## config.mk

```make
export PLATFORM = sky130hd
export DESIGN_NAME = pen_tile_blitter
export DESIGN_NICKNAME = d
export VERILOG_FILES = /design/src/rtl/ptb_pkg.sv /design/src/rtl/ptb_clip.sv /design/src/rtl/ptb_addr.sv /design/src/rtl/pen_tile_blitter.sv
export SDC_FILE = /design/constraint.sdc
export NUM_CORES = 1
export LEC_CHECK = 0
export CAP_MARGIN = 20
export CORE_ASPECT_RATIO = 1.25
export CORE_MARGIN = 3
export CORE_UTILIZATION = 40
export CTS_BUF_LIST = sky130_fd_sc_hd__clkbuf_4 sky130_fd_sc_hd__clkbuf_8
export CTS_CLUSTER_DIAMETER = 100
export DETAILED_ROUTE_END_ITERATION = 8
export DONT_BUFFER_PORTS = 1
export GPL_TIMING_DRIVEN = 0
export PLACE_DENSITY_LB_ADDON = 0.25
export SLEW_MARGIN = 15
export SYNTH_ARGS = -nofsm -noshare
export SYNTH_HDL_FRONTEND = slang
export SYNTH_SLANG_ARGS = --single-unit
```

## constraint.sdc

```tcl
create_clock -name clk -period 6.05 [get_ports clk]
set_clock_uncertainty 0.15 [all_clocks]
set_input_delay 0.605 -clock clk [delete_from_list [all_inputs] [get_ports clk]]
set_output_delay 0.605 -clock clk [all_outputs]
set_load 0.005 [all_outputs]
```

## src/rtl/ptb_pkg.sv

```systemverilog
`timescale 1ns/1ps
package ptb_pkg;
    typedef enum logic [1:0] {
        OP_PEN  = 2'd0,
        OP_CLIP = 2'd1,
        OP_XOR  = 2'd2,
        OP_FILL = 2'd3
    } ptb_op_e;

    typedef enum logic [1:0] {
        ST_IDLE  = 2'd0,
        ST_TILE  = 2'd1,
        ST_READ  = 2'd2,
        ST_WRITE = 2'd3
    } ptb_state_e;
endpackage

```

## src/rtl/ptb_clip.sv

```systemverilog
`timescale 1ns/1ps
module ptb_clip #(
    parameter int FB_COLS = 20,
    parameter int FB_ROWS = 20
) (
    input  logic [8:0] tx,
    input  logic [8:0] ty,
    input  logic [7:0] win_x0,
    input  logic [7:0] win_y0,
    input  logic [8:0] win_x1,
    input  logic [8:0] win_y1,
    output logic       visible
);
    logic in_win;
    logic on_screen;

    always_comb begin
        in_win    = ({1'b0, win_x0} <= tx) && (tx < win_x1) &&
                    ({1'b0, win_y0} <= ty) && (ty < win_y1);
        on_screen = (tx < 9'(FB_COLS)) && (ty < 9'(FB_ROWS));
        visible   = in_win && on_screen;
    end
endmodule

```

## src/rtl/ptb_addr.sv

```systemverilog
`timescale 1ns/1ps
module ptb_addr #(
    parameter int FB_COLS     = 20,
    parameter int FB_ROWS     = 20,
    parameter int TILE_LINES  = 8,
    parameter int CACHE_TILES = 51,
    localparam int FB_BYTES   = FB_COLS * FB_ROWS * TILE_LINES,
    localparam int FB_AW      = $clog2(FB_BYTES),
    localparam int TILE_W     = $clog2(CACHE_TILES),
    localparam int TC_AW      = $clog2(CACHE_TILES * TILE_LINES),
    localparam int LINE_W     = $clog2(TILE_LINES),
    localparam int ROW_BYTES  = FB_COLS * TILE_LINES
) (
    input  logic [8:0]        tx,
    input  logic [8:0]        ty,
    input  logic [LINE_W-1:0] line,
    input  logic [TILE_W-1:0] tile,
    output logic [FB_AW-1:0]  fb_addr,
    output logic [TC_AW-1:0]  tc_addr
);
    always_comb begin
        fb_addr = FB_AW'(ty) * FB_AW'(ROW_BYTES)
                + FB_AW'(tx) * FB_AW'(TILE_LINES)
                + FB_AW'(line);
        tc_addr = TC_AW'(tile) * TC_AW'(TILE_LINES) + TC_AW'(line);
    end
endmodule

```

## src/rtl/pen_tile_blitter.sv

```systemverilog
`timescale 1ns/1ps
module pen_tile_blitter
    import ptb_pkg::*;
#(
    parameter int FB_COLS     = 20,
    parameter int FB_ROWS     = 20,
    parameter int TILE_LINES  = 8,
    parameter int CACHE_TILES = 51,
    localparam int FB_BYTES   = FB_COLS * FB_ROWS * TILE_LINES,
    localparam int FB_AW      = $clog2(FB_BYTES),
    localparam int TILE_W     = $clog2(CACHE_TILES),
    localparam int TC_AW      = $clog2(CACHE_TILES * TILE_LINES),
    localparam int LINE_W     = $clog2(TILE_LINES)
) (
    input  logic              clk,
    input  logic              rst_n,
    input  logic              cmd_valid,
    input  logic [1:0]        cmd_op,
    input  logic [15:0]       cmd_arg,
    input  logic [TILE_W-1:0] cmd_tile,
    output logic              busy,
    output logic [7:0]        pen_x,
    output logic [7:0]        pen_y,
    output logic              tc_rd_en,
    output logic [TC_AW-1:0]  tc_addr,
    input  logic [7:0]        tc_rdata,
    output logic              fb_rd_en,
    output logic              fb_wr_en,
    output logic [FB_AW-1:0]  fb_addr,
    input  logic [7:0]        fb_rdata,
    output logic [7:0]        fb_wdata
);
    ptb_state_e        state, state_d;
    ptb_op_e           op;
    logic              mode_xor;
    logic [7:0]        blk_w, blk_h, col, row;
    logic [LINE_W-1:0] line;
    logic [TILE_W-1:0] cur_tile;
    logic [7:0]        win_x0, win_y0;
    logic [8:0]        win_x1, win_y1;
    logic [8:0]        tile_x, tile_y;
    logic              visible, last_col, last_row, last_line;
    logic              step, done, start, empty;

    assign op = ptb_op_e'(cmd_op);

    ptb_clip #(.FB_COLS(FB_COLS), .FB_ROWS(FB_ROWS)) u_clip (
        .tx(tile_x), .ty(tile_y),
        .win_x0(win_x0), .win_y0(win_y0), .win_x1(win_x1), .win_y1(win_y1),
        .visible(visible)
    );

    ptb_addr #(.FB_COLS(FB_COLS), .FB_ROWS(FB_ROWS), .TILE_LINES(TILE_LINES),
               .CACHE_TILES(CACHE_TILES)) u_addr (
        .tx(tile_x), .ty(tile_y), .line(line), .tile(cur_tile),
        .fb_addr(fb_addr), .tc_addr(tc_addr)
    );

    // Position and termination of the walk over the block.
    always_comb begin
        tile_x    = {1'b0, pen_x} + {1'b0, col};
        tile_y    = {1'b0, pen_y} + {1'b0, row};
        last_col  = (col == blk_w - 8'd1);
        last_row  = (row == blk_h - 8'd1);
        last_line = (line == LINE_W'(TILE_LINES - 1));
        step      = ((state == ST_TILE) && !visible) ||
                    ((state == ST_WRITE) && last_line);
        done      = step && last_col && last_row;
        start     = (state == ST_IDLE) && cmd_valid &&
                    ((op == OP_XOR) || (op == OP_FILL));
        empty     = (cmd_arg[7:0] == 8'd0) || (cmd_arg[15:8] == 8'd0);
    end

    // Next-state logic.
    always_comb begin
        state_d = state;
        unique case (state)
            ST_IDLE:  state_d = (start && !empty) ? ST_TILE : ST_IDLE;
            ST_TILE:  state_d = visible ? ST_READ : (done ? ST_IDLE : ST_TILE);
            ST_READ:  state_d = ST_WRITE;
            ST_WRITE: state_d = !last_line ? ST_READ : (done ? ST_IDLE : ST_TILE);
        endcase
    end

    // State register.
    always_ff @(posedge clk) begin
        if (!rst_n) state <= ST_IDLE;
        else        state <= state_d;
    end

    // Pen, clip window and walk counters.
    always_ff @(posedge clk) begin
        if (!rst_n) begin
            pen_x    <= '0;
            pen_y    <= '0;
            win_x0   <= '0;
            win_y0   <= '0;
            win_x1   <= 9'(FB_COLS);
            win_y1   <= 9'(FB_ROWS);
            mode_xor <= 1'b0;
            blk_w    <= '0;
            blk_h    <= '0;
            col      <= '0;
            row      <= '0;
            line     <= '0;
            cur_tile <= '0;
        end else if (state == ST_IDLE) begin
            if (cmd_valid) begin
                unique case (op)
                    OP_PEN: begin
                        pen_x <= cmd_arg[7:0];
                        pen_y <= cmd_arg[15:8];
                    end
                    OP_CLIP: begin
                        win_x0 <= pen_x;
                        win_y0 <= pen_y;
                        win_x1 <= {1'b0, pen_x} + {1'b0, cmd_arg[7:0]};
                        win_y1 <= {1'b0, pen_y} + {1'b0, cmd_arg[15:8]};
                    end
                    OP_XOR, OP_FILL: begin
                        mode_xor <= (op == OP_XOR);
                        blk_w    <= cmd_arg[7:0];
                        blk_h    <= cmd_arg[15:8];
                        col      <= '0;
                        row      <= '0;
                        line     <= '0;
                        cur_tile <= cmd_tile;
                        if (empty) pen_x <= pen_x + cmd_arg[7:0];
                    end
                endcase
            end
        end else if (step) begin
            line <= '0;
            if (mode_xor) cur_tile <= cur_tile + 1'b1;
            if (last_col) begin
                col <= '0;
                row <= row + 8'd1;
            end else begin
                col <= col + 8'd1;
            end
            if (done) pen_x <= pen_x + blk_w;
        end else if (state == ST_WRITE) begin
            line <= line + 1'b1;
        end
    end

    // Port outputs.
    always_comb begin
        busy     = (state != ST_IDLE);
        tc_rd_en = (state == ST_READ);
        fb_rd_en = (state == ST_READ) && mode_xor;
        fb_wr_en = (state == ST_WRITE);
        fb_wdata = mode_xor ? (tc_rdata ^ fb_rdata) : tc_rdata;
    end


    pen_hold_chk: assert property (@(posedge clk) disable iff (!rst_n)
        busy |=> (!busy || ($stable(pen_x) && $stable(pen_y))));


    fill_noread_chk: assert property (@(posedge clk) disable iff (!rst_n)
        (busy && !mode_xor) |-> !fb_rd_en);


    wr_range_chk: assert property (@(posedge clk) disable iff (!rst_n)
        fb_wr_en |-> (32'(fb_addr) < FB_BYTES));


    rmw_pair_chk: assert property (@(posedge clk) disable iff (!rst_n)
        fb_rd_en |=> (fb_wr_en && $stable(fb_addr)));


    wr_busy_chk: assert property (@(posedge clk) disable iff (!rst_n)
        fb_wr_en |-> busy);
endmodule

```

### Word level (Yosys, flattened, before mapping)

Index checks and enable logic that the tools add are counted.
W data, S select, Z words.

| storage, ports and cells | value |
|---|---|
| register bits after elaboration | 94 |
| output and inout bits | 49 |

| operators by class | value |
|---|---|
| add/subtract/negate cells | 15 |
| $mul | 1 |
| magnitude comparators | 6 |
| eq/ne operators | 13 |
| multiplexer cells | 30 |
| bitwise operators | 1 |
| reduce and logical (&&, ||, !) cells | 37 |

Operator list:

| cell | count |
|---|---|
| $mux W8 | 14 |
| $add A8 B8 Y9 | 4 |
| $mux W6 | 5 |
| $le A8 B9 Y1 | 2 |
| $lt A9 B5 Y1 const B | 2 |
| $lt A9 B9 Y1 | 2 |
| $add A8 B1 Y8 const B | 2 |
| $add A8 B8 Y8 | 2 |
| $eq A8 B8 Y1 | 2 |
| $logic_not A8 Y1 | 2 |
| $pmux W8 S2 | 1 |
| $sub A8 B1 Y8 const B | 2 |
| $mux W3 | 5 |
| $reduce_and A3 Y1 | 5 |
| $logic_and A1 B1 Y1 | 13 |
| $add A12 B12 Y12 | 1 |
| $add A12 B3 Y12 | 1 |
| $reduce_bool A2 Y1 | 5 |
| $add A9 B3 Y9 | 1 |
| $mul A9 B3 Y7 const B | 1 |
| $eq A2 B2 Y1 const B | 4 |
| $pmux W2 S4 | 1 |
| $reduce_and A4 Y1 | 2 |
| $xor A8 B8 Y8 | 1 |
| 16 further kinds | 23 |

### Depth between registers and ports, before layout

| logic depth | value |
|---|---|
| depth in word-level cells | 14 |
| depth in mapped cells | 19 |
| depth with buffers taken out | 17 |

### Cells and area by module

Synthesis repeated with hierarchy kept, for this count alone.

| second synthesis, totals | value |
|---|---|
| cell total of the unflattened synthesis | 925 |
| area total of the unflattened synthesis | 7472.2 um2 |

Modules (own cells, without submodules):

| module | times used | cells an instance | area each (um2) | seq. area each (um2) |
|---|---|---|---|---|
| pen_tile_blitter | 1 | 748 | 6090.8 | 1881.8 |
| ptb_clip | 1 | 119 | 872.1 | 0.0 |
| ptb_addr | 1 | 58 | 509.2 | 0.0 |

### Least setup slack after synthesis

No wires, ideal clock.

| timing path | value |
|---|---|
| path kind | register to register |
| start point | reg pen_y[0] |
| end point | reg col[1] |
| arrival time | 4.054 ns |
| data required time | 5.785 ns |
| slack | 1.731 ns |
| cell stages (with the launch flop) | 18 |
| buffers on the path | 1 |
| clock period less this slack | 4.319 ns |
| path through | dfxtp_1 ha_1 fa_1 a21o_1 a2111oi_2 xnor2_1 inv_1 ha_1 a211o_1 a211oi_1 o221ai_1 o211ai_1 nand4b_1 nand2b_1 o21ai_0 clkbuf_1 a21oi_1 o21a_1 |

| on the way | value |
|---|---|
| cells in the longest elaborated chain, start to end | 10 |
| elaborated cells on any way between the ends | 13 |
| classes of those cells | add/sub: 1; order compare: 3; reduce/logical: 9 |

RTL lines:

| what | line | RTL |
|---|---|---|
| from (decl) | pen_tile_blitter.sv:23 | `output logic [7:0] pen_y,` |
| from (signal assigned) | pen_tile_blitter.sv:112 | `pen_y <= cmd_arg[15:8];` |
| $add A8 B8 Y9 (*) | pen_tile_blitter.sv:62 | `tile_y = {1'b0, pen_y} + {1'b0, row};` |
| $le A8 B9 Y1 | ptb_clip.sv:19 | `({1'b0, win_y0} <= ty) && (ty < win_y1);` |
| $logic_and A1 B1 Y1 | ptb_clip.sv:18 | `in_win = ({1'b0, win_x0} <= tx) && (tx < win_x1) &&` |
| $logic_and A1 B1 Y1 | ptb_clip.sv:19 |  |
| $logic_and A1 B1 Y1 (*) | ptb_clip.sv:21 | `visible = in_win && on_screen;` |
| $logic_not A1 Y1 (*) | pen_tile_blitter.sv:66 | `step = ((state == ST_TILE) && !visible) \|\|` |
| $logic_and A1 B1 Y1 (*) | pen_tile_blitter.sv:66 |  |
| $logic_or A1 B1 Y1 (*) | pen_tile_blitter.sv:66 |  |
| $reduce_bool A2 Y1 (no line) (*) | - |  |
| $reduce_and A3 Y1 (no line) (*) | - |  |
| to (signal assigned) | pen_tile_blitter.sv:139 | `col <= col + 8'd1;` |
| to (decl) | pen_tile_blitter.sv:36 | `logic [7:0] blk_w, blk_h, col, row;` |

Every way passes the cells marked *; elsewhere a longest branch is shown, timed or not.
A chain may end at the register's enable or synchronous reset.

### Worst setup path after layout

| timing path | value |
|---|---|
| start point | reg row[0] |
| end point | reg state[0] |

| on the way | value |
|---|---|
| cells in the longest elaborated chain, start to end | 13 |
| elaborated cells on any way between the ends | 18 |
| classes of those cells | add/sub: 1; order compare: 3; eq/ne: 1; mux: 4; reduce/logical: 9 |

RTL lines:

| what | line | RTL |
|---|---|---|
| from (decl) | pen_tile_blitter.sv:36 |  |
| from (signal assigned) | pen_tile_blitter.sv:137 | `row <= row + 8'd1;` |
| $add A8 B8 Y9 | pen_tile_blitter.sv:62 |  |
| $le A8 B9 Y1 | ptb_clip.sv:19 |  |
| $logic_and A1 B1 Y1 | ptb_clip.sv:18 |  |
| $logic_and A1 B1 Y1 | ptb_clip.sv:19 |  |
| $logic_and A1 B1 Y1 | ptb_clip.sv:21 |  |
| $logic_not A1 Y1 | pen_tile_blitter.sv:66 |  |
| $logic_and A1 B1 Y1 | pen_tile_blitter.sv:66 |  |
| $logic_or A1 B1 Y1 | pen_tile_blitter.sv:66 |  |
| $logic_and A1 B1 Y1 (2 in series) | pen_tile_blitter.sv:68 | `done = step && last_col && last_row;` |
| $mux W1 | pen_tile_blitter.sv:79, pen_tile_blitter.sv:81 |  |
| $mux W2, on equally long branches | pen_tile_blitter.sv:81, pen_tile_blitter.sv:79 |  |
| $pmux W2 S4 (*) | pen_tile_blitter.sv:77 | `unique case (state)` |
| to (signal assigned) | pen_tile_blitter.sv:88 | `else state <= state_d;` |
| to (decl) | pen_tile_blitter.sv:33 | `ptb_state_e state, state_d;` |

Marked as above.

==> impl_results.md <==
* Worst hold start: cmd_op[0]
* Largest net degree at the start of global routing at 16
* DP HPWL at about 17000 um
* Vias per cell at around 5.7
* PostCTS Resize Cnt at 0
* Max incr delay on CP at around 0.46 ns
* Final hold vios at 0
* Psw at between 0.0009 and 0.001 W
* Top FF cell, synth: dfxtp_1
* GRT Util Overall at 0.2148
* Kind of critical path: flip-flop to flip-flop
* Clock power frac at 0.227
* Antenna diodes at 0
* Num CTS Buffers at 9
* Vias in the first global route at about 6.4k
* Critical path startpoint category: flip-flop
* Hold Path End: mode_xor$_SDFFE_PN0P_
* Latest clock arrival within the worst-skew pair at roughly 0.38 ns
* Crit path time final at between 5 and 6 ns
* R2R Path End: state[0]$_SDFF_PN0_
* Relative slew slack at 0.3803
* RSZ-0062 raised after global routing: false
* WP depth at 17
* Crit path arrival time at between 5 and 6 ns
* Hold Path Depth at 1
* Post-CTS Hold Buffers at 0
* Status: completed
* Unique masters post-synth at 66
* Most used cell, CP: ha_1
* Post-route cell area at a little under 8000 um2
* Internal power at ~0.0013 W
* Post-synth EDFFs at 0
* Async S/R FF share, synth at 0
* CP Capture Type: flip-flop
* WP buf/inv at 2
* Synthesis-to-finish area growth at 7.094%
* Pwr Total at approximately 0.0023 W
* Fin nets at about 1.1k
* Initial core utilization at 0.4145
* Fillers at approximately 1.9k
* WP data required at approximately 6 ns
* Fin cells at about 1.2k
* Syn_area_per_cell at around 7.8 um2
* Buffer depth of the longest clock path at 2
* Post-synthesis cell count at roughly 950
* Die area at between 20000 and 25000 um2
* Die Span Y at about 160 um
* PwrDens at roughly 290 nW/um2
* Largest cells by area after synthesis: dfxtp_1 26%, ha_1 15%, nand2_1 7.7%
* F_max at ~190 MHz
* Layout cell share with drive strength beyond 1 at 0.04058
* Slew @ Worst Pin at 0.9295 ns
* Global-route wire length before repair at between 30000 and 40000 um
* CTS root buffer: clkbuf_8
* Syn_nets at between 1k and 1.5k
* Post-Syn Area at roughly 7300 um2
* # setup viols final at 0
* Final WL at 21610 um
* R2R setup slack at 0.88 ns
* CTS tree: done
* RR Startpoint: row[0]$_SDFFE_PN0P_
* Cells after DPL at between 1k and 1.5k
* GPL Wtd Cong at between 0.8 and 0.9
* Die width at ~130 um
* Peak supply drop at 0.0001208 V
* Core Footprint at 17700 um2
* Top Family by Delay on Critical Path: compound AO/OA/AOI/OAI gates
* Sequential cell area fraction in the yosys report at 0.2565
* Reg2reg path depth at 17
* WL/cell at roughly 18 um
* Post-CTS Repair Setup Buffers at 0
* Min-Delay Path Class: input pin to flip-flop
* Num Clock Sinks at between 90 and 100
* Sw frac at 0.4234
* Gr ovfl total at 0
* Crit share post-route at 0.8550
* Reg power frac at 0.334
* Biggest area consumer among synthesized cells: dfxtp_1
* Clk pin slew, worst setup/hold paths at 0.09 ns
* # port buffers at 0
* Max Transition Viols Final at 0
* Antenna viol nets, final at 0
* Synth warn at 0
* Gate power share at 0.439
* Ports at 92
* Post-route setup TNS at 0 ns
* Top cell type's share of synthesized area at 0.2565
* Initial antenna violation count at 0
* Placed cell area at around 7600 um2
* Num rows at 54
* Initial DRC Count at 364
* Drt first pass iters at 5
* Detailed-route via count at about 6.7k
* CP max-delay cell: a2111oi_2
* H-tree Lvls at 3
* Leakage power at 3.355 nW
* Remaining DRCs at 0
* Max FO, Critical Path at 10
* FF+latch count, synth at 94
* Crit-path cells: ha_1, fa_1, a21o_1, a2111oi_2, xnor2_1, inv_1, ha_1, a211o_1, a211oi_1, o221ai_1, o211ai_1, nand4b_1, nand2b_1, o21ai_0, clkbuf_1, o21bai_1, a21oi_1
* Max Cap Viol at 0
[layout by cell type, fill, tap and decap left out, types with 4 or more instances in the layout]
| master | synthesis | final |
|---|---|---|
| ha_1 | 87 | 87 |
| fa_1 | 7 | 7 |
| a21o_1 | 13 | 13 |
| o311ai_0 | 5 | 5 |
| nand2b_1 | 12 | 12 |
| nor2b_1 | 15 | 15 |
| xor2_1 | 16 | 16 |
| or3_1 | 4 | 4 |
| a211o_1 | 4 | 4 |
| and2_1 | 8 | 8 |
| nand3_1 | 28 | 28 |
| a21oi_1 | 99 | 99 |
| nor3_1 | 15 | 15 |
| clkbuf_8 | 0 | 9 |
| a2111oi_0 | 7 | 7 |
| nor2_1 | 61 | 61 |
| nand3b_1 | 6 | 6 |
| nand2_1 | 151 | 151 |
| a31oi_1 | 8 | 8 |
| or2_2 | 6 | 6 |
| inv_1 | 60 | 60 |
| o21ai_0 | 32 | 32 |
| xnor2_1 | 49 | 49 |
| nor4_1 | 10 | 10 |
| a211oi_1 | 10 | 10 |
| clkbuf_1 | 32 | 32 |
| nand4_1 | 6 | 6 |
| dfxtp_1 | 94 | 94 |
| mux2i_1 | 11 | 11 |
| and3_1 | 9 | 9 |
| o211ai_1 | 9 | 9 |
| o32ai_1 | 5 | 5 |
[layer usage]
layer | track usage | wire [um] | vias to the layer above
li1 | - | - | 3365
met1 | 0.2776 | 9652 | 3129
met2 | 0.3602 | 10060 | 207
met3 | 0.03157 | 1206 | 41
met4 | 0.08636 | 686 | 0
met5 | 0 | 0 | -
[sequential cells by signal, indices dropped and copies added (netlist names), 2 cells and up]
register / count
row: 8
line: 3
win_x0: 8
cur_tile: 6
blk_h: 8
win_y0: 8
win_x1: 9
win_y1: 9
pen_x: 8
blk_w: 8
col: 8
pen_y: 8
state: 2
[synthesized netlist by cell type, types with 7 or more instances]
library cell  count
a211oi_1         10
mux2i_1          11
nor4_1           10
nand3_1          28
a21oi_1          99
nand2b_1         12
dfxtp_1          94
xnor2_1          49
a2111oi_0         7
nor3_1           15
ha_1             87
nor2_1           61
o21ai_0          32
a31oi_1           8
fa_1              7
o211ai_1          9
nand2_1         151
and3_1            9
nor2b_1          15
inv_1            60
clkbuf_1         32
xor2_1           16
a21o_1           13
and2_1            8
[how the worst max path moves through the flow]
stage                               start                  end  slack [ns]
floorplan           pen_y[0]$_SDFFE_PN0P_  col[1]$_SDFFE_PN0P_        1.73
CTS                   row[0]$_SDFFE_PN0P_  state[0]$_SDFF_PN0_        0.89
detailed placement    row[0]$_SDFFE_PN0P_  state[0]$_SDFF_PN0_        0.91
finish                row[0]$_SDFFE_PN0P_  state[0]$_SDFF_PN0_        0.88
global route          row[0]$_SDFFE_PN0P_  col[4]$_SDFFE_PN0P_        0.55
global placement      row[0]$_SDFFE_PN0P_  col[1]$_SDFFE_PN0P_        0.91
[power by group through the flow]
stage	registers (W)	logic (W)	clock network, W
2_1_floorplan	0.000740	0.000735	0
3_3_place_gp	0.000776	0.000982	0
3_5_place_dp	0.000775	0.000992	0
4_1_cts	0.000761	0.000998	0.000531
5_1_grt	0.000770	0.00111	0.000553
6_report	0.000761	0.00100	0.000518
[through the flow]
step | setup WS [ns] | hold WS [ns] | util
after floorplan | 1.731 | 0.2818 | -
after global placement | 0.9089 | 0.2901 | 0.4303
after detailed placement | 0.9109 | 0.2943 | 0.4303
after CTS | 0.8949 | 0.1583 | 0.4439
after global routing | 0.5464 | 0.1736 | 0.4439
final | 0.8770 | 0.1657 | 0.4439
[worst register-to-register path, cell delays in order (launching register included)]
cell       delay, ns
dfxtp_1         0.42
ha_1            0.26
fa_1            0.45
a21o_1          0.22
a2111oi_2       0.46
xnor2_1         0.31
inv_1           0.09
ha_1            0.32
a211o_1         0.28
a211oi_1        0.20
o221ai_1        0.15
o211ai_1        0.16
nand4b_1        0.19
nand2b_1        0.25
o21ai_0         0.43
clkbuf_1        0.43
o21bai_1        0.18
a21oi_1         0.09
[kinds of logic (layout without fill, tap and decap cells)]
family | Yosys count | count (layout) | share of synthesized area
buf+inv | 99 | 115 | 0.05338
flops | 94 | 94 | 0.2565
fa+ha+maj | 96 | 96 | 0.1702
mux | 13 | 13 | 0.01808
compound gates | 231 | 231 | 0.2017
xor+xnor | 65 | 65 | 0.07759
simple gates | 347 | 347 | 0.2225
[area by class of cell]
class / instances / area (um2) / share of cell area
clock inverter: 6 / 108.9 / 0.01385
sequential: 94 / 1882 / 0.2395
clock buffer: 10 / 131.4 / 0.01672
buffer: 38 / 162.7 / 0.02070
inverter: 61 / 229.0 / 0.02914
multi-input combinational: 752 / 5064 / 0.6444
tap: 224 / 280.3 / 0.03567
Note: power is estimated with default switching activity, not from simulation.
